## config.mk

```make
export PLATFORM = sky130hd
export DESIGN_NAME = fpga_cfg_loader
export DESIGN_NICKNAME = d
export VERILOG_FILES = /design/src/rtl/cfg_ld_pkg.sv /design/src/rtl/cfg_pin_sync.sv /design/src/rtl/cfg_wait_timer.sv /design/src/rtl/cfg_byte_shifter.sv /design/src/rtl/fpga_cfg_loader.sv
export SDC_FILE = /design/constraint.sdc
export NUM_CORES = 1
export LEC_CHECK = 0
export ABC_AREA = 1
export BUFFER_PORTS_ARGS = -buffer_cell sky130_fd_sc_hd__buf_2
export CAP_MARGIN = 10
export CORE_MARGIN = 5
export CORE_UTILIZATION = 67
export DETAILED_ROUTE_END_ITERATION = 6
export PLACE_DENSITY = 0.93
export SYNTH_ARGS = -nofsm -noshare
export SYNTH_HDL_FRONTEND = slang
export SYNTH_HIERARCHICAL = 1
export SYNTH_SLANG_ARGS = --single-unit
```

## constraint.sdc

```tcl
create_clock -name clk_i -period 4.2 [get_ports clk_i]
set_input_delay 1.26 -clock clk_i [delete_from_list [all_inputs] [get_ports clk_i]]
set_output_delay 1.26 -clock clk_i [all_outputs]
set_load 0.01 [all_outputs]
```

## src/rtl/cfg_ld_pkg.sv

```systemverilog
package cfg_ld_pkg;

  typedef enum logic [2:0] {
    ERR_NONE       = 3'd0,
    ERR_MAGIC      = 3'd1,
    ERR_SIZE       = 3'd2,
    ERR_NO_INIT    = 3'd3,
    ERR_INIT_STUCK = 3'd4,
    ERR_DONE_EARLY = 3'd5,
    ERR_INIT_LOAD  = 3'd6,
    ERR_DONE_TMO   = 3'd7
  } err_e;

  typedef enum logic [3:0] {
    S_IDLE, S_HDR_RD, S_HDR_CAP, S_HDR_CHK,
    S_PROG_LOW, S_INIT_WAIT,
    S_FETCH, S_LOAD_GO, S_LOAD_SH,
    S_FILL_CHK, S_FILL_SH, S_FINAL
  } st_e;

  localparam int unsigned HDR_BYTES = 8;

  function automatic int unsigned max3(int unsigned a, int unsigned b, int unsigned c);
    int unsigned m;
    m = (a > b) ? a : b;
    return (m > c) ? m : c;
  endfunction

endpackage

```

## src/rtl/cfg_pin_sync.sv

```systemverilog
module cfg_pin_sync #(
  parameter int unsigned STAGES = 2,
  parameter int unsigned W = 2,
  parameter logic [W-1:0] RST_VAL = '0
) (
  input  logic         clk_i,
  input  logic         rst_ni,
  input  logic [W-1:0] d_i,
  output logic [W-1:0] q_o
);

  logic [W-1:0] stg_q [STAGES];

  for (genvar s = 0; s < STAGES; s++) begin : g_stg
    if (s == 0) begin : g_first
      always_ff @(posedge clk_i or negedge rst_ni) begin
        if (!rst_ni) stg_q[s] <= RST_VAL;
        else         stg_q[s] <= d_i;
      end
    end else begin : g_next
      always_ff @(posedge clk_i or negedge rst_ni) begin
        if (!rst_ni) stg_q[s] <= RST_VAL;
        else         stg_q[s] <= stg_q[s-1];
      end
    end
  end

  assign q_o = stg_q[STAGES-1];

endmodule

```

## src/rtl/cfg_wait_timer.sv

```systemverilog
module cfg_wait_timer #(
  parameter int unsigned W = 8
) (
  input  logic         clk_i,
  input  logic         rst_ni,
  input  logic         clr_i,
  input  logic         en_i,
  input  logic [W-1:0] lim_i,
  output logic         exp_o
);

  logic [W-1:0] cnt_q;

  assign exp_o = (cnt_q >= lim_i);

  // saturates at the limit so a long stall cannot wrap
  always_ff @(posedge clk_i or negedge rst_ni) begin
    if (!rst_ni)               cnt_q <= '0;
    else if (clr_i)            cnt_q <= '0;
    else if (en_i && !exp_o)   cnt_q <= cnt_q + 1'b1;
  end

endmodule

```

## src/rtl/cfg_byte_shifter.sv

```systemverilog
module cfg_byte_shifter #(
  parameter int unsigned HALF = 1,
  parameter int unsigned BITS = 8
) (
  input  logic            clk_i,
  input  logic            rst_ni,
  input  logic            clr_i,
  input  logic            start_i,
  input  logic [BITS-1:0] byte_i,
  output logic            cclk_o,
  output logic            din_o,
  output logic            done_o
);

  localparam int unsigned HC_W = (HALF > 1) ? $clog2(HALF) : 1;
  localparam int unsigned BC_W = (BITS > 1) ? $clog2(BITS) : 1;
  localparam logic [HC_W-1:0] HC_LAST = HC_W'(HALF - 1);
  localparam logic [BC_W-1:0] BC_TOP  = BC_W'(BITS - 1);

  logic [BITS-1:0] sr_q;
  logic [BC_W-1:0] left_q;
  logic [HC_W-1:0] hc_q;
  logic            act_q, cclk_q, done_q;

  always_ff @(posedge clk_i or negedge rst_ni) begin
    if (!rst_ni) begin
      sr_q   <= '0;
      left_q <= '0;
      hc_q   <= '0;
      act_q  <= 1'b0;
      cclk_q <= 1'b0;
      done_q <= 1'b0;
    end else begin
      done_q <= 1'b0;
      if (clr_i) begin
        sr_q   <= '0;
        act_q  <= 1'b0;
        cclk_q <= 1'b0;
        hc_q   <= '0;
      end else if (start_i) begin
        sr_q   <= byte_i;
        left_q <= BC_TOP;
        hc_q   <= '0;
        act_q  <= 1'b1;
        cclk_q <= 1'b0;
      end else if (act_q) begin
        if (hc_q == HC_LAST) begin
          hc_q <= '0;
          if (!cclk_q) begin
            cclk_q <= 1'b1;
          end else if (left_q == '0) begin
            act_q  <= 1'b0;
            done_q <= 1'b1;        // CCLK parks high until the next byte
          end else begin
            cclk_q <= 1'b0;
            sr_q   <= {sr_q[BITS-2:0], 1'b0};
            left_q <= left_q - 1'b1;
          end
        end else begin
          hc_q <= hc_q + 1'b1;
        end
      end
    end
  end

  assign cclk_o = cclk_q;
  assign din_o  = sr_q[BITS-1];
  assign done_o = done_q;

  AST_DIN_STEADY_HIGH: assert property (@(posedge clk_i) disable iff (!rst_ni)
    (cclk_o && $past(cclk_o)) |-> $stable(din_o));

  AST_DONE_SINGLE: assert property (@(posedge clk_i) disable iff (!rst_ni)
    done_o |=> !done_o);

endmodule

```

## src/rtl/fpga_cfg_loader.sv

```systemverilog
module fpga_cfg_loader
  import cfg_ld_pkg::*;
#(
  parameter int unsigned CLK_HZ      = 200_000_000,
  parameter int unsigned CCLK_HZ     = 6_000_000,
  parameter int unsigned PROG_US     = 1000,
  parameter int unsigned INIT_US     = 10000,
  parameter int unsigned DONE_MS     = 100,
  parameter int unsigned ADDR_W      = 32,
  parameter int unsigned SYNC_STAGES = 2,
  parameter logic [31:0] MAGIC       = 32'h5352_544D,
  parameter logic [31:0] MAX_LEN     = 32'h0022_0000
) (
  input  logic              clk_i,
  input  logic              rst_ni,
  input  logic              start_i,
  output logic              busy_o,
  output logic              done_o,
  output logic              err_o,
  output logic [2:0]        err_code_o,
  output logic              mem_rd_o,
  output logic [ADDR_W-1:0] mem_addr_o,
  input  logic [7:0]        mem_data_i,
  output logic              cclk_o,
  output logic              cclk_oe_o,
  output logic              din_o,
  output logic              din_oe_o,
  output logic              prog_b_o,
  output logic              prog_b_oe_o,
  input  logic              init_b_i,
  input  logic              done_i
);

  localparam int unsigned HALF_RAW = CLK_HZ / (2 * CCLK_HZ);
  localparam int unsigned HALF     = (HALF_RAW < 1) ? 1 : HALF_RAW;
  localparam int unsigned T_PROG   = 32'((64'(CLK_HZ) * 64'(PROG_US)) / 64'd1_000_000);
  localparam int unsigned T_INIT   = 32'((64'(CLK_HZ) * 64'(INIT_US)) / 64'd1_000_000);
  localparam int unsigned T_DONE   = 32'((64'(CLK_HZ) * 64'(DONE_MS)) / 64'd1_000);
  localparam int unsigned T_MAX    = max3(T_PROG, T_INIT, T_DONE);
  localparam int unsigned TMR_W    = $clog2(T_MAX + 1);
  localparam logic [2:0]  HDR_LAST = 3'(HDR_BYTES - 1);

  st_e         st_q;
  err_e        err_q;
  logic [63:0] hdr_q;
  logic [2:0]  hidx_q;
  logic [31:0] bcnt_q;
  logic        done_q, prog_q, prog_oe_q, data_oe_q;

  logic [31:0] magic_w, len_w;
  logic        init_s, done_s;
  logic        sh_start, sh_clr, sh_done, sh_cclk, sh_din;
  logic [7:0]  sh_byte;
  logic        tm_clr, tm_en, tm_exp;
  logic [TMR_W-1:0] tm_lim;

  assign magic_w = hdr_q[63:32];
  assign len_w   = hdr_q[31:0];

  cfg_pin_sync #(
    .STAGES (SYNC_STAGES),
    .W      (2),
    .RST_VAL(2'b10)
  ) u_sync (
    .clk_i (clk_i),
    .rst_ni(rst_ni),
    .d_i   ({init_b_i, done_i}),
    .q_o   ({init_s, done_s})
  );

  cfg_byte_shifter #(
    .HALF(HALF),
    .BITS(8)
  ) u_shift (
    .clk_i  (clk_i),
    .rst_ni (rst_ni),
    .clr_i  (sh_clr),
    .start_i(sh_start),
    .byte_i (sh_byte),
    .cclk_o (sh_cclk),
    .din_o  (sh_din),
    .done_o (sh_done)
  );

  cfg_wait_timer #(
    .W(TMR_W)
  ) u_timer (
    .clk_i (clk_i),
    .rst_ni(rst_ni),
    .clr_i (tm_clr),
    .en_i  (tm_en),
    .lim_i (tm_lim),
    .exp_o (tm_exp)
  );

  always_comb begin
    sh_clr   = (st_q == S_HDR_CHK);
    sh_start = (st_q == S_LOAD_GO) ||
               ((st_q == S_FILL_CHK) && (done_s || !tm_exp));
    sh_byte  = (st_q == S_LOAD_GO) ? mem_data_i : 8'hFF;
    tm_en    = (st_q inside {S_PROG_LOW, S_INIT_WAIT, S_FILL_CHK, S_FILL_SH});
    tm_clr   = (st_q == S_HDR_CHK) ||
               ((st_q == S_PROG_LOW)  && tm_exp) ||
               ((st_q == S_INIT_WAIT) && tm_exp) ||
               ((st_q == S_LOAD_SH)   && sh_done);
    unique case (st_q)
      S_PROG_LOW:  tm_lim = TMR_W'(T_PROG);
      S_INIT_WAIT: tm_lim = TMR_W'(T_INIT);
      default:     tm_lim = TMR_W'(T_DONE);
    endcase
    mem_rd_o   = (st_q == S_HDR_RD) || (st_q == S_FETCH);
    mem_addr_o = (st_q == S_HDR_RD) ? ADDR_W'(hidx_q)
                                    : ADDR_W'(bcnt_q + 32'(HDR_BYTES));
  end

  always_ff @(posedge clk_i or negedge rst_ni) begin
    if (!rst_ni) begin
      st_q      <= S_IDLE;
      err_q     <= ERR_NONE;
      hdr_q     <= '0;
      hidx_q    <= '0;
      bcnt_q    <= '0;
      done_q    <= 1'b0;
      prog_q    <= 1'b0;
      prog_oe_q <= 1'b0;
      data_oe_q <= 1'b0;
    end else begin
      unique case (st_q)
        S_IDLE: if (start_i) begin
          err_q  <= ERR_NONE;
          done_q <= 1'b0;
          hidx_q <= '0;
          st_q   <= S_HDR_RD;
        end
        S_HDR_RD: st_q <= S_HDR_CAP;
        S_HDR_CAP: begin
          hdr_q <= {hdr_q[55:0], mem_data_i};
          if (hidx_q == HDR_LAST) st_q <= S_HDR_CHK;
          else begin
            hidx_q <= hidx_q + 1'b1;
            st_q   <= S_HDR_RD;
          end
        end
        S_HDR_CHK: begin
          if (magic_w != MAGIC) begin
            err_q <= ERR_MAGIC;
            st_q  <= S_IDLE;
          end else if (len_w > MAX_LEN) begin
            err_q <= ERR_SIZE;
            st_q  <= S_IDLE;
          end else begin
            prog_q    <= 1'b0;
            prog_oe_q <= 1'b1;
            data_oe_q <= 1'b1;
            st_q      <= S_PROG_LOW;
          end
        end
        S_PROG_LOW: if (tm_exp) begin
          if (init_s) begin
            err_q     <= ERR_NO_INIT;
            data_oe_q <= 1'b0;
            st_q      <= S_IDLE;
          end else begin
            prog_q <= 1'b1;
            st_q   <= S_INIT_WAIT;
          end
        end
        S_INIT_WAIT: if (tm_exp) begin
          bcnt_q <= '0;
          if (!init_s) begin
            err_q     <= ERR_INIT_STUCK;
            data_oe_q <= 1'b0;
            st_q      <= S_IDLE;
          end else if (done_s) begin
            err_q     <= ERR_DONE_EARLY;
            data_oe_q <= 1'b0;
            st_q      <= S_IDLE;
          end else begin
            st_q <= (len_w == '0) ? S_FILL_CHK : S_FETCH;
          end
        end
        S_FETCH:   st_q <= S_LOAD_GO;
        S_LOAD_GO: st_q <= S_LOAD_SH;
        S_LOAD_SH: if (sh_done) begin
          bcnt_q <= bcnt_q + 1'b1;
          // abort check wins over the hand-over to filler bytes
          if (!init_s) begin
            err_q     <= ERR_INIT_LOAD;
            data_oe_q <= 1'b0;
            st_q      <= S_IDLE;
          end else if (bcnt_q + 32'd1 == len_w) begin
            st_q <= S_FILL_CHK;
          end else begin
            st_q <= S_FETCH;
          end
        end
        S_FILL_CHK: begin
          if (done_s)       st_q <= S_FINAL;
          else if (tm_exp) begin
            err_q     <= ERR_DONE_TMO;
            data_oe_q <= 1'b0;
            st_q      <= S_IDLE;
          end else          st_q <= S_FILL_SH;
        end
        S_FILL_SH: if (sh_done) st_q <= S_FILL_CHK;
        S_FINAL: if (sh_done) begin
          data_oe_q <= 1'b0;
          done_q    <= 1'b1;
          st_q      <= S_IDLE;
        end
        default: st_q <= S_IDLE;
      endcase
    end
  end

  assign busy_o      = (st_q != S_IDLE);
  assign done_o      = done_q;
  assign err_o       = (err_q != ERR_NONE);
  assign err_code_o  = err_q;
  assign cclk_o      = sh_cclk;
  assign din_o       = sh_din;
  assign cclk_oe_o   = data_oe_q;
  assign din_oe_o    = data_oe_q;
  assign prog_b_o    = prog_q;
  assign prog_b_oe_o = prog_oe_q;

  AST_PINS_QUIET_HDR: assert property (@(posedge clk_i) disable iff (!rst_ni)
    (st_q inside {S_HDR_RD, S_HDR_CAP}) |=>
      $stable({prog_b_o, prog_b_oe_o, cclk_oe_o, din_oe_o}));

  AST_DRIVE_IN_PROG: assert property (@(posedge clk_i) disable iff (!rst_ni)
    (st_q == S_PROG_LOW) |->
      (!prog_b_o && prog_b_oe_o && cclk_oe_o && din_oe_o && !cclk_o && !din_o));

  AST_PROG_HIGH_LOAD: assert property (@(posedge clk_i) disable iff (!rst_ni)
    (st_q inside {S_FETCH, S_LOAD_GO, S_LOAD_SH, S_FILL_CHK, S_FILL_SH, S_FINAL}) |->
      (prog_b_o && prog_b_oe_o));

  AST_BUSY_CLEAN: assert property (@(posedge clk_i) disable iff (!rst_ni)
    busy_o |-> (!done_o && !err_o));

  AST_RESULT_HELD: assert property (@(posedge clk_i) disable iff (!rst_ni)
    (!busy_o && !start_i) |=> ($stable(err_code_o) && $stable(done_o)));

endmodule

```

### Word level (Yosys, flattened, before mapping)

Index checks and enable logic that the tools add are counted.

* register bits after elaboration: 157
* output and inout port bits: 45
* word-level logic and storage cells: 198

* mux-type cells: 94
* eq/ne operators: 33
* reductions and logical operators: 42
* $add $sub $neg: 6
* $lt $le $gt $ge: 2
* bitwise logic cells: 3

Operator list (number)
* two-way mux 32 bit: 3
* two-way mux 4 bit: 17
* case mux 32 bit (2 select lines): 1
* two-way mux 3 bit: 21
* two-way mux 8 bit: 7
* two-way mux 25 bit: 2
* case mux 25 bit (2 select lines): 1
* case mux 4 bit (12 select lines): 1
* two-way mux 1 bit: 35
* adder 32 x 1 -> 32 bit (second input constant): 1
* adder 32 x 4 -> 32 bit (second input constant): 1
* equality test 32 bit: 1
* greater-than comparator 32 x 22 -> 1 bit (second input constant): 1
* logical NOT 32 bit: 1
* inequality test 32 x 31 -> 1 bit (second input constant): 1
* adder 25 x 1 -> 25 bit (second input constant): 1
* greater-or-equal comparator 25 bit: 1
* inequality test 2 bit (second input constant): 11
* equality test 4 bit (second input constant): 5
* case mux 3 bit (6 select lines): 1
* equality test 4 x 3 -> 1 bit (second input constant): 4
* nonzero test 2 bit: 8
* AND reduction 12 bit: 1
* AND reduction 3 bit: 4
* other kinds (27): 50

### Depth between registers and ports, before layout

Gate-level depths: netlist of run 1.

* depth after elaboration: 9
* depth in mapped cells: 24
* depth with buffers taken out: 24

### Cells and area by module

The synthesis of run 1 kept the hierarchy.

By module, submodules not included
* fpga_cfg_loader: area each 6951.7 µm², times used 1, cells an instance 1052
* cfg_wait_timer: area each 2499.9 µm², times used 1, cells an instance 400
* cfg_byte_shifter: area each 969.7 µm², times used 1, cells an instance 126
* cfg_pin_sync: area each 117.6 µm², times used 1, cells an instance 6

### Worst setup path after synthesis of run 1

Ideal clock, no wire load.

* kind: flip-flop to flip-flop
* from: register st_q[0]
* to: register u_timer.cnt_q[10]
* setup time: 66 ps
* clock period less this slack: 2902 ps
* setup slack: 1298 ps
* buffers on the path: 2
* cell stages (with the launch flop): 23
* arrival time: 2836 ps
* data required time: 4134 ps
* cells stage by stage: dfrtp_1 -> inv_1 -> nor2_1 -> inv_1 -> nor2_1 -> inv_1 -> inv_1 -> ha_1 -> nand2_1 -> inv_1 -> nand2_1 -> nand2_1 -> nand2_1 -> nand3_1 -> nor2_2 -> nand2_1 -> a21oi_1 -> nand2_1 -> buf_2 -> clkinv_1 -> clkbuf_1 -> nand3_1 -> nand2_1

* longest elaborated chain between the ends: 8
* elaborated cells on any way between the ends: 19

RTL lines
* start, declared: RTL line fpga_cfg_loader.sv:43 `st_e st_q;`
* start signal, assigned: RTL line fpga_cfg_loader.sv:179 `st_q <= (len_w == '0) ? S_FILL_CHK : S_FETCH;`
* equality test 4 x 3 -> 1 bit: RTL line fpga_cfg_loader.sv:106 `unique case (st_q)`
* case mux 25 bit (2 select lines) *: RTL line fpga_cfg_loader.sv:106
* named net tm_lim[15]: RTL line fpga_cfg_loader.sv:55 `logic [TMR_W-1:0] tm_lim;`
* greater-or-equal comparator 25 bit *: RTL line cfg_wait_timer.sv:14 `assign exp_o = (cnt_q >= lim_i);`
* named net tm_exp: RTL line fpga_cfg_loader.sv:54 `logic tm_clr, tm_en, tm_exp;`
* logical AND 1 bit: RTL line fpga_cfg_loader.sv:103 `((st_q == S_PROG_LOW) && tm_exp) ||`
* logical OR 1 bit: RTL line fpga_cfg_loader.sv:102 `tm_clr = (st_q == S_HDR_CHK) ||`
* logical OR 1 bit *: RTL line fpga_cfg_loader.sv:103
* logical OR 1 bit *: RTL line fpga_cfg_loader.sv:104 `((st_q == S_INIT_WAIT) && tm_exp) ||`
* named net tm_clr: RTL line fpga_cfg_loader.sv:54
* two-way mux 25 bit / nonzero test 2 bit (equally long branches)
* end signal, assigned: RTL line cfg_wait_timer.sv:20 `else if (en_i && !exp_o) cnt_q <= cnt_q + 1'b1;`
* end, declared: RTL line cfg_wait_timer.sv:12 `logic [W-1:0] cnt_q;`

The timed path passes the listed nets; every way through them passes the cells marked *.
A chain may end at the register's enable or synchronous reset.

### Worst setup path in the final report of run 1

* from: register bcnt_q[4]
* to: output port mem_addr_o[31]

* longest elaborated chain between the ends: 2

RTL lines
* start, declared: RTL line fpga_cfg_loader.sv:47 `logic [31:0] bcnt_q;`
* start signal, assigned: RTL line fpga_cfg_loader.sv:185 `bcnt_q <= bcnt_q + 1'b1;`
* adder 32 x 4 -> 32 bit: RTL line fpga_cfg_loader.sv:113 `: ADDR_W'(bcnt_q + 32'(HDR_BYTES));`
* two-way mux 32 bit: RTL line fpga_cfg_loader.sv:112 `mem_addr_o = (st_q == S_HDR_RD) ? ADDR_W'(hidx_q)`
* end, declared: RTL line fpga_cfg_loader.sv:22 `output logic [ADDR_W-1:0] mem_addr_o,`

No other way between the ends.

==> flow_summary.toml, run 1 <==
[yosys]
netlist_top_cells_area = "dfrtp_1 37%, nand2_1 19%, inv_1 7.3%, nand3_1 6.0%, nor2_1 6.0%"
synth_top_area_frac = 0.3680
yosysTopAreaCell = "dfrtp_1"
seq_area_frac_synth = 0.3730
synth_cell_types = 46
ys_seq_elements = 157
yosysWarnings = 6
syn_area_um2 = 10540
synth_area_per_cell_um2 = 6.653
synth_cells = 1584

[place]
place_congestion = 1.014
post-dp-hpwl_um = 22040
io_buffers = 57
dp_cells = 1837

[pwr]
p_per_area_nw_per_um2 = 267.6
finalPower_w = 0.003110
ir_drop_v = 0.0002605
leakagePower_nw = 6.559

[global_routing]
grt_pass1_vias = 10540
grt_max_degree = 103
grt_first_pass_wirelength_um = 50430
antenna_found_initial = 0
grt_overflow_total = 0
grtUsageTotal = 0.3421

[sta]
worst-slew-pin-transition_ns = 0.9080
tns_ns = 0
setup_violations = 0
hold_viol = 0
slew_violations = 0
relSlewSlack = 0.3946
fin_crit_sh = 0.9299
fmax_ghz = 0.2561
finalCriticalPeriod_ns = 3.905
skew_ns = 0.008589
rsz0062_at_grt = "no"

[cts]
ctsHoldBuffers = 0
cts_buffer_depth = 2
cts_sinks = 157
clockRootBuffer = "clkbuf_16"
cts_tree = "done"
clock_latency_ns = 0.43
cts_setup_buffers = 0
htree_levels = 4
cts_resized = 0
clk_pin_slew_worst_paths_ns = 0.06
numCtsBuffers = 17

[setup_path]
r2r_end = "u_shift/sr_q[1]$_DFFE_PN0P_"
endpoint_kind = "output pin"
max_stage_delay_ns = 0.43
crit_fanout = 6
r2r_start = "st_q[0]$_DFFE_PN0P_"
ff2ff_setup_slack_ns = 0.58
required_ns = 2.94
start_kind = "flip-flop"
path_class = "flip-flop to output pin"
slowest_stage = "dfrtp_1"
cp.arrival_ns = 2.65
crit_chain = "ha_1 > inv_1 > nor2_4 > nand2_1 > nor2_1 > nand4_1 > o21ai_0 > a21oi_1 > buf_2"
rr_worst_depth = 24

[final_layout]
num_antenna_cells = 0
syn2layout_area_growth_pct = 10.28
drive_gt1_frac = 0.08932
nFillCells = 1220
nets = 1691
finalNonFillerCells = 1868

[floorplan]
ioPinCount = 58
initial_core_util = 0.6882
chipWidth_um = 135.4
core_um2 = 15310
placementRows = 45
die_area_um2 = 18340
die_h_um = 135.4

[run]
cap_viol_max_count = 0

[routing]
vias = 11060
wl_um = 30660
wl_per_cell_um = 16.41
ant_nets = 0
drt-pass1-iter-count = 7
drt_iter0_drc = 1457
drc = 7
viasPerCell = 5.919

[status]
violations = "design-rule violations"
status = "finished, violations left"

[worst_hold_path]
hp-start = "u_sync/stg_q[2]$_DFF_PN0_"
holdPathStages = 0
min_to = "u_sync/q_o[0]$_DFF_PN0_"
hold_class = "flip-flop to flip-flop"
==> cell type report <==
type | instances | area (um^2) | share of cell area
timing repair buffer | 67 | 366.6 | 0.03154
sequential | 157 | 3931 | 0.3382
clock buffer | 20 | 456.7 | 0.03929
tap | 211 | 264.0 | 0.02272
inverter | 209 | 784.5 | 0.06750
multi-input combinational | 1193 | 5702 | 0.4906
clock inverter | 11 | 117.6 | 0.01012
==> power by group <==
group	internal (W)	switching [W]	leakage, nW	total, W
sequential	0.00152	0.00000124	1.92	0.00152
clock	0.000900	0.000633	0.282	0.00153
combinational	0.0000139	0.0000467	4.36	0.0000606
==> worst max-delay path, delay by kind of cell, from the launching register on <==
kind	cells	cell delay, ns
simple gates	4	0.87
flops	1	0.43
buf+inv	2	0.34
fa+ha+maj	1	0.32
compound gates	2	0.25
==> metrics by stage <==
step	utilization	hold WS [ns]	cell area, um^2	setup slack [ns]
3_5_place_dp	0.7214	0.3403	11050	0.7133
5_1_grt	0.7589	0.3618	11620	0.06891
3_3_place_gp	0.7214	0.3330	11050	0.8547
6_report	0.7589	0.3521	11620	0.2946
2_1_floorplan	-	0.3312	10580	1.298
4_1_cts	0.7589	0.3535	11620	0.3884
==> layer usage <==
layer / routed length, um / vias to the layer above / GRT usage
li1: - / 5165 / -
met1: 11730 / 5012 / 0.4408
met2: 14100 / 742 / 0.5514
met3: 3431 / 138 / 0.07318
met4: 1405 / 0 / 0.1646
met5: 0 / - / 0
==> cell usage in the layout (no fill, tap or decap), drive strengths merged <==
cell,n
nor4,3
clkinv,7
xnor2,6
or2,8
dfstp,2
nor3,26
o21a,3
o21ai,100
inv,209
nand3b,1
a211oi,2
clkbuf,20
ha,33
dfrtp,155
xor2,17
clkinvlp,2
o22ai,28
a21o,1
bufinv,2
nand3,129
nand2,551
o31ai,1
nand4,24
nor3b,3
a22o,1
o21bai,2
and3,1
a21oi,45
o211ai,2
xnor3,1
conb,12
a31oi,2
mux2,1
nor2,190
buf,67
==> synthesized netlist by cell type (all sizes together) <==
| cell type | instances |
|---|---|
| a211oi | 2 |
| a21o | 1 |
| a21oi | 45 |
| a22o | 1 |
| a31oi | 2 |
| and3 | 1 |
| buf | 9 |
| clkbuf | 26 |
| clkinv | 1 |
| conb | 2 |
| dfrtp | 155 |
| dfstp | 2 |
| ha | 33 |
| inv | 208 |
| mux2 | 1 |
| nand2 | 551 |
| nand3 | 129 |
| nand3b | 1 |
| nand4 | 24 |
| nor2 | 190 |
| nor3 | 26 |
| nor3b | 3 |
| nor4 | 3 |
| o211ai | 2 |
| o21a | 3 |
| o21ai | 100 |
| o21bai | 2 |
| o22ai | 28 |
| o31ai | 1 |
| or2 | 8 |
| xnor2 | 6 |
| xnor3 | 1 |
| xor2 | 17 |
==> cell families after synthesis <==
family	Yosys count	share of synthesized area
AO/OA/AOI/OAI	187	0.09640
XOR/XNOR	24	0.02125
adder cells (fa/ha/maj)	33	0.03918
buffers and inverters	244	0.09023
flip-flops	157	0.3730
multiplexers	1	0.001068
other	2	0.0007126
AND/OR/NAND/NOR	936	0.3781
==> worst max path at each step <==
| stage | from | cells past startpoint | to |
|---|---|---|---|
| final | bcnt_q[4]$_DFFE_PN0P_ | 9 | mem_addr_o[31] |
| after global placement | bcnt_q[3]$_DFFE_PN0P_ | 9 | mem_addr_o[31] |
| after global routing | bcnt_q[3]$_DFFE_PN0P_ | 9 | mem_addr_o[31] |
| after detailed placement | st_q[0]$_DFFE_PN0P_ | 24 | u_shift/sr_q[1]$_DFFE_PN0P_ |
| after floorplan | st_q[0]$_DFFE_PN0P_ | 22 | u_timer/cnt_q[10]$_DFFE_PN0P_ |
| after CTS | bcnt_q[3]$_DFFE_PN0P_ | 9 | mem_addr_o[31] |
==> flip-flops by register name (all words and copies together), names as in the netlist <==
register	flops
u_sync/q_o	2
u_shift/hc_q	4
cclk_oe_o	1
u_timer/cnt_q	25
u_shift/sr_q	8
err_code_o	3
u_shift/left_q	3
u_shift/cclk_o	1
hidx_q	3
u_shift/act_q	1
st_q	4
u_sync/stg_q	2
bcnt_q	32
prog_b_oe_o	1
hdr_q	64
done_o	1
prog_b_o	1
u_shift/done_o	1
Note: power is estimated with default switching activity, not from simulation.
==> run 2: changes to the inputs <==
--- a/config.mk
+++ b/config.mk
@@ -12,6 +12,7 @@
 export CORE_UTILIZATION = 67
 export DETAILED_ROUTE_END_ITERATION = 6
 export PLACE_DENSITY = 0.93
+export RECOVER_POWER = 50
 export SYNTH_ARGS = -nofsm -noshare
 export SYNTH_HDL_FRONTEND = slang
 export SYNTH_HIERARCHICAL = 1
==> run 2 against run 1 <==
Net effect: the flow finishes with violations (design-rule violations, max-capacitance violations, max-slew violations); via count fell by 0.24%; register-to-register slack gained 0.04 ns; first-iteration DRC count is 12% lower; combinational power decreased by 4.0%; non-clock buffer count is the same; cell count unchanged; hold slack is essentially flat; critical path type unchanged; highest routed layer unchanged.
==> flow_summary.toml, run 2 (same netlist as run 1, synthesis figures left out) <==
[global_routing]
antenna_found_initial = 0
grt_pass1_vias = 10540
grt_first_pass_wirelength_um = 50430
grt_max_degree = 103
grt_overflow_total = 0
grtUsageTotal = 0.3421

[final_layout]
finalNonFillerCells = 1868
ff_latch_area_um2 = 3931
drive_gt1_frac = 0.08690
syn2layout_area_growth_pct = 9.997
num_antenna_cells = 0
layout_commonest_cell = "nand2_1"
nFillCells = 1230
multi_input_area_um2 = 5694
final_cell_mix = "542 x nand2_1, 206 x inv_1, 169 x nor2_1"
top_register = "hdr_q"
nets = 1691
largest_register_ffs = 64
reg_top3 = "hdr_q x64, bcnt_q x32, u_timer/cnt_q x25"

[cts]
cts_resized = 0
cts_tree = "done"
numCtsBuffers = 17
clock_latency_ns = 0.44
clockRootBuffer = "clkbuf_16"
cts_buffer_depth = 2
cts_sinks = 157
clk_pin_slew_worst_paths_ns = 0.06
htree_levels = 4
cts_setup_buffers = 0
ctsHoldBuffers = 0

[place]
post-dp-hpwl_um = 22040
dp_cells = 1837
place_congestion = 1.014
io_buffers = 57

[routing]
ant_nets = 0
wl_per_cell_um = 16.33
drt_iter0_drc = 1279
drt-pass1-iter-count = 7
vias = 11030
wl_um = 30500
viasPerCell = 5.905
drc = 4

[setup_path]
path_class = "flip-flop to output pin"
max_stage_delay_ns = 0.42
required_ns = 2.94
crit_chain = "ha_1 > inv_1 > nor2_4 > nand2_1 > nor2_1 > nand4_1 > o21ai_0 > a21oi_1 > buf_2"
cpLargestDelayFamily = "simple AND/OR/NAND/NOR gates"
endpoint_kind = "output pin"
cp.arrival_ns = 2.63
critPathBufInv = 2
slowest_stage = "dfrtp_1"
crit_fanout = 6
start_kind = "flip-flop"

[floorplan]
placementRows = 45
die_area_um2 = 18340
initial_core_util = 0.6882
ioPinCount = 58
chipWidth_um = 135.4
die_h_um = 135.4
core_um2 = 15310

[sta]
whs_ns = 0.3523
finalCriticalPeriod_ns = 3.888
skew_ns = 0.008203
rsz0062_at_grt = "no"
fmax_ghz = 0.2572
setup_violations = 0
tns_ns = 0
worst-slew-pin-transition_ns = 1.957
relSlewSlack = -0.3045
hold_viol = 0
fin_crit_sh = 0.9257
slew_violations = 180

[pwr]
p_sw_frac = 0.2190
seq_power_share = 0.488
power_frac_comb = 0.019
finalPower_w = 0.003108
ir_drop_v = 0.0002617
p_int_w = 0.002427
p_sw_w = 0.0006807
p_per_area_nw_per_um2 = 268.1
p_clk_frac = 0.493
leakagePower_nw = 6.545

[run]
cap_viol_max_count = 2

[status]
status = "finished, violations left"
violations = "design-rule violations, max-capacitance violations, max-slew violations"

[worst_hold_path]
hold_class = "flip-flop to flip-flop"
[run 2: changes by cell type in the layout (fill, tap and decap cells not counted), sizes merged]
| cell | previous run | this run |
|---|---|---|
| clkbuf | 20 | 26 |
| buf | 67 | 61 |
[run 2: layer usage]
| layer | GRT usage | wire, um |
|---|---|---|
| met1 | 0.4408 | 11810 |
| met2 | 0.5514 | 14040 |
| met3 | 0.07318 | 3327 |
| met4 | 0.1646 | 1322 |
| met5 | 0 | 0 |
[run 2: final cells by class]
cell class | count | area share
Timing Repair Buffer | 67 | 0.02968
Clock buffer | 20 | 0.03940
Clock inverter | 11 | 0.01015
Tap cell | 211 | 0.02277
Inverter | 209 | 0.06767
Multi-Input combinational cell | 1193 | 0.4912
Sequential cell | 157 | 0.3391
[run 2: final timing paths]
path                                      startpoint                           to  slack (ns)  cells after the start
max                            bcnt_q[4]$_DFFE_PN0P_               mem_addr_o[31]        0.31                      9
min                        u_sync/stg_q[2]$_DFF_PN0_      u_sync/q_o[0]$_DFF_PN0_        0.35                      0
max reg2reg                      st_q[0]$_DFFE_PN0P_  u_shift/sr_q[1]$_DFFE_PN0P_        0.62                     24
min reg2reg                u_sync/stg_q[2]$_DFF_PN0_      u_sync/q_o[0]$_DFF_PN0_        0.35                      0
max in group asynchronous                     rst_ni       bcnt_q[26]$_DFFE_PN0P_        0.89                      2
min in group asynchronous                     rst_ni  u_shift/sr_q[0]$_DFFE_PN0P_        1.35                      1
[run 2: power groups by stage]
stage	Sequential, W	Clock (W)	Combinational [W]
after floorplan	0.00154	0	0.0000161
after global placement	0.00154	0	0.0000590
after detailed placement	0.00154	0	0.0000605
after CTS	0.00152	0.00153	0.0000608
after global routing	0.00152	0.00160	0.0000681
final	0.00152	0.00153	0.0000582
[run 2: per-stage QoR]
step	instance area (um^2)	util	worst slack, ns
2_1_floorplan	10580	-	1.298
3_3_place_gp	11050	0.7214	0.8547
3_5_place_dp	11050	0.7214	0.7133
4_1_cts	11620	0.7589	0.3884
5_1_grt	11590	0.7569	0.06891
6_report	11590	0.7569	0.3121
[run 2: worst register-to-register path, cell delays in order, from the launching register on]
cell and delay, ns:
dfrtp_1 0.43, inv_1 0.06, nor2_1 0.11, inv_1 0.07
nor2_1 0.34, inv_1 0.19, inv_1 0.10, ha_1 0.24
nand2_1 0.07, inv_1 0.06, nand2_1 0.06, nand2_1 0.05
nand2_1 0.07, nand3_1 0.09, nor2_2 0.16, nand2_1 0.17
a21oi_1 0.22, inv_1 0.11, nand2_1 0.22, nand2_1 0.16
inv_1 0.22, nand2_1 0.10, nand2_1 0.07, nand3_1 0.07
nand2_1 0.09
==> run 3: changes to the inputs <==
--- a/config.mk
+++ b/config.mk
@@ -10,8 +10,9 @@
 export CAP_MARGIN = 10
 export CORE_MARGIN = 5
 export CORE_UTILIZATION = 67
+export CTS_BUF_LIST = sky130_fd_sc_hd__clkbuf_16
 export DETAILED_ROUTE_END_ITERATION = 6
-export PLACE_DENSITY = 0.93
+export PLACE_DENSITY = 0.83
 export RECOVER_POWER = 50
 export SYNTH_ARGS = -nofsm -noshare
 export SYNTH_HDL_FRONTEND = slang
==> run 3 against run 2 <==
Net effect: the flow finishes with violations (max-capacitance violations, max-slew violations); largest cell class unchanged; setup slack better by 0.0077 ns; total power is 0.51% higher; design area is 0.11% higher; non-clock buffer count is 3 lower; first-iteration DRC count is 0.55% higher.
==> flow_summary.toml, run 3 (same netlist as run 1, synthesis figures left out) <==
[status]
status = "finished, violations left"
violations = "max-capacitance violations, max-slew violations"

[worst_hold_path]
hold_class = "flip-flop to flip-flop"

[sta]
setup_violations = 0
tns_ns = 0
relSlewSlack = -0.4773
slew_violations = 86
rsz0062_at_grt = "no"
hold_viol = 0
worst-slew-pin-transition_ns = 2.216
worst_slack_ns = 0.3198
whs_ns = 0.3558
fin_crit_sh = 0.9239
fmax_ghz = 0.2577
skew_ns = 0.01076
finalCriticalPeriod_ns = 3.880

[cts]
clk_pin_slew_worst_paths_ns = 0.07
cts_tree = "done"
clockRootBuffer = "clkbuf_16"
cts_sinks = 157
htree_levels = 4
cts_resized = 0
cts_buffer_depth = 2
clock_latency_ns = 0.43
ctsHoldBuffers = 0
numCtsBuffers = 17
cts_setup_buffers = 0

[routing]
drt_iter0_drc = 1286
wl_per_cell_um = 15.91
ant_nets = 0
vias = 10680
viasPerCell = 5.724
drc = 0
drt-pass1-iter-count = 6
wl_um = 29700

[place]
place_congestion = 0.9617
dp_slack_ns = 0.3199
io_buffers = 57
post-dp-hpwl_um = 21420

[floorplan]
core_um2 = 15310
placementRows = 45
die_h_um = 135.4
die_area_um2 = 18340
chipWidth_um = 135.4
initial_core_util = 0.6882
ioPinCount = 58

[final_layout]
layout_commonest_cell = "nand2_1"
postLayoutCoreUtil = 0.7578
nets = 1688
largest_register_ffs = 64
final_cell_mix = "542 x nand2_1, 207 x inv_1, 169 x nor2_1"
reg_top3 = "hdr_q x64, bcnt_q x32, u_timer/cnt_q x25"
num_antenna_cells = 0
drive_gt1_frac = 0.08761
syn2layout_area_growth_pct = 10.12
top_register = "hdr_q"

[setup_path]
ff2ff_setup_slack_ns = 0.37
endpoint_kind = "output pin"
path_class = "flip-flop to output pin"
start_kind = "flip-flop"
cp.arrival_ns = 2.62
crit_chain = "ha_1 > inv_1 > nor2_4 > nand2_1 > nor2_1 > nand4_1 > o21ai_0 > a21oi_1 > buf_2"
required_ns = 2.94
crit_fanout = 6
slowest_stage = "dfrtp_1"
max_stage_delay_ns = 0.43

[global_routing]
grtUsageTotal = 0.3337
grt_first_pass_wirelength_um = 48690
antenna_found_initial = 0
grt_max_degree = 87
grt_overflow_total = 0
grt_pass1_vias = 9984

[run]
cap_viol_max_count = 1

[pwr]
p_per_area_nw_per_um2 = 269.1
ir_drop_v = 0.0003376
leakagePower_nw = 6.551
## run 3: worst max-delay path, delay by kind of cell, from the launching register on
kind            cells  cell delay [ns]
fa+ha+maj           1             0.31
buf+inv             2             0.33
simple gates        4             0.85
flops               1             0.43
compound gates      2             0.28
## run 3: through the flow
step                area, um^2  std cells  total power [W]
CTS                      11620       1866         0.003134
finish                   11600       1866         0.003123
global placement         11040       1834         0.001603
detailed placement       11040       1834         0.001604
global route             11600       1866         0.003218
floorplan                10580       1594         0.001561
## run 3: area by class of cell
type	count	area, um^2
fillers	1294	3710
well taps	211	264.0
flip-flops and latches	157	3931
repair buffers	64	347.8
inverters	209	788.3
multi-input cells	1193	5694
clock buffers	17	425.4
clock inverters	15	153.9
## run 3: final timing paths
path	start	cells past startpoint	endpoint
setup / recovery	bcnt_q[3]$_DFFE_PN0P_	9	mem_addr_o[31]
hold / removal	u_sync/stg_q[2]$_DFF_PN0_	0	u_sync/q_o[0]$_DFF_PN0_
setup reg to reg	st_q[0]$_DFFE_PN0P_	20	u_timer/cnt_q[11]$_DFFE_PN0P_
hold reg to reg	u_sync/stg_q[2]$_DFF_PN0_	0	u_sync/q_o[0]$_DFF_PN0_
max in group asynchronous	rst_ni	2	u_timer/cnt_q[17]$_DFFE_PN0P_
min in group asynchronous	rst_ni	1	u_shift/sr_q[2]$_DFFE_PN0P_
## run 3: routing by layer
metal  GRT usage  vias up  part of all wire
met2      0.5348      495              0.47
met4      0.1562        0             0.044
li1            -     5157                 -
met3     0.05201       99             0.079
met5           0        -                 0
met1      0.4469     4930              0.41
## run 3: where the power goes
group | total, W | switching [W] | leakage, nW | internal, W
registers | 0.00152 | 0.000000881 | 1.92 | 0.00151
clock network | 0.00155 | 0.000712 | 0.285 | 0.000838
logic | 0.0000581 | 0.0000450 | 4.34 | 0.0000131
total | 0.00312 | 0.000758 | 6.55 | 0.00237
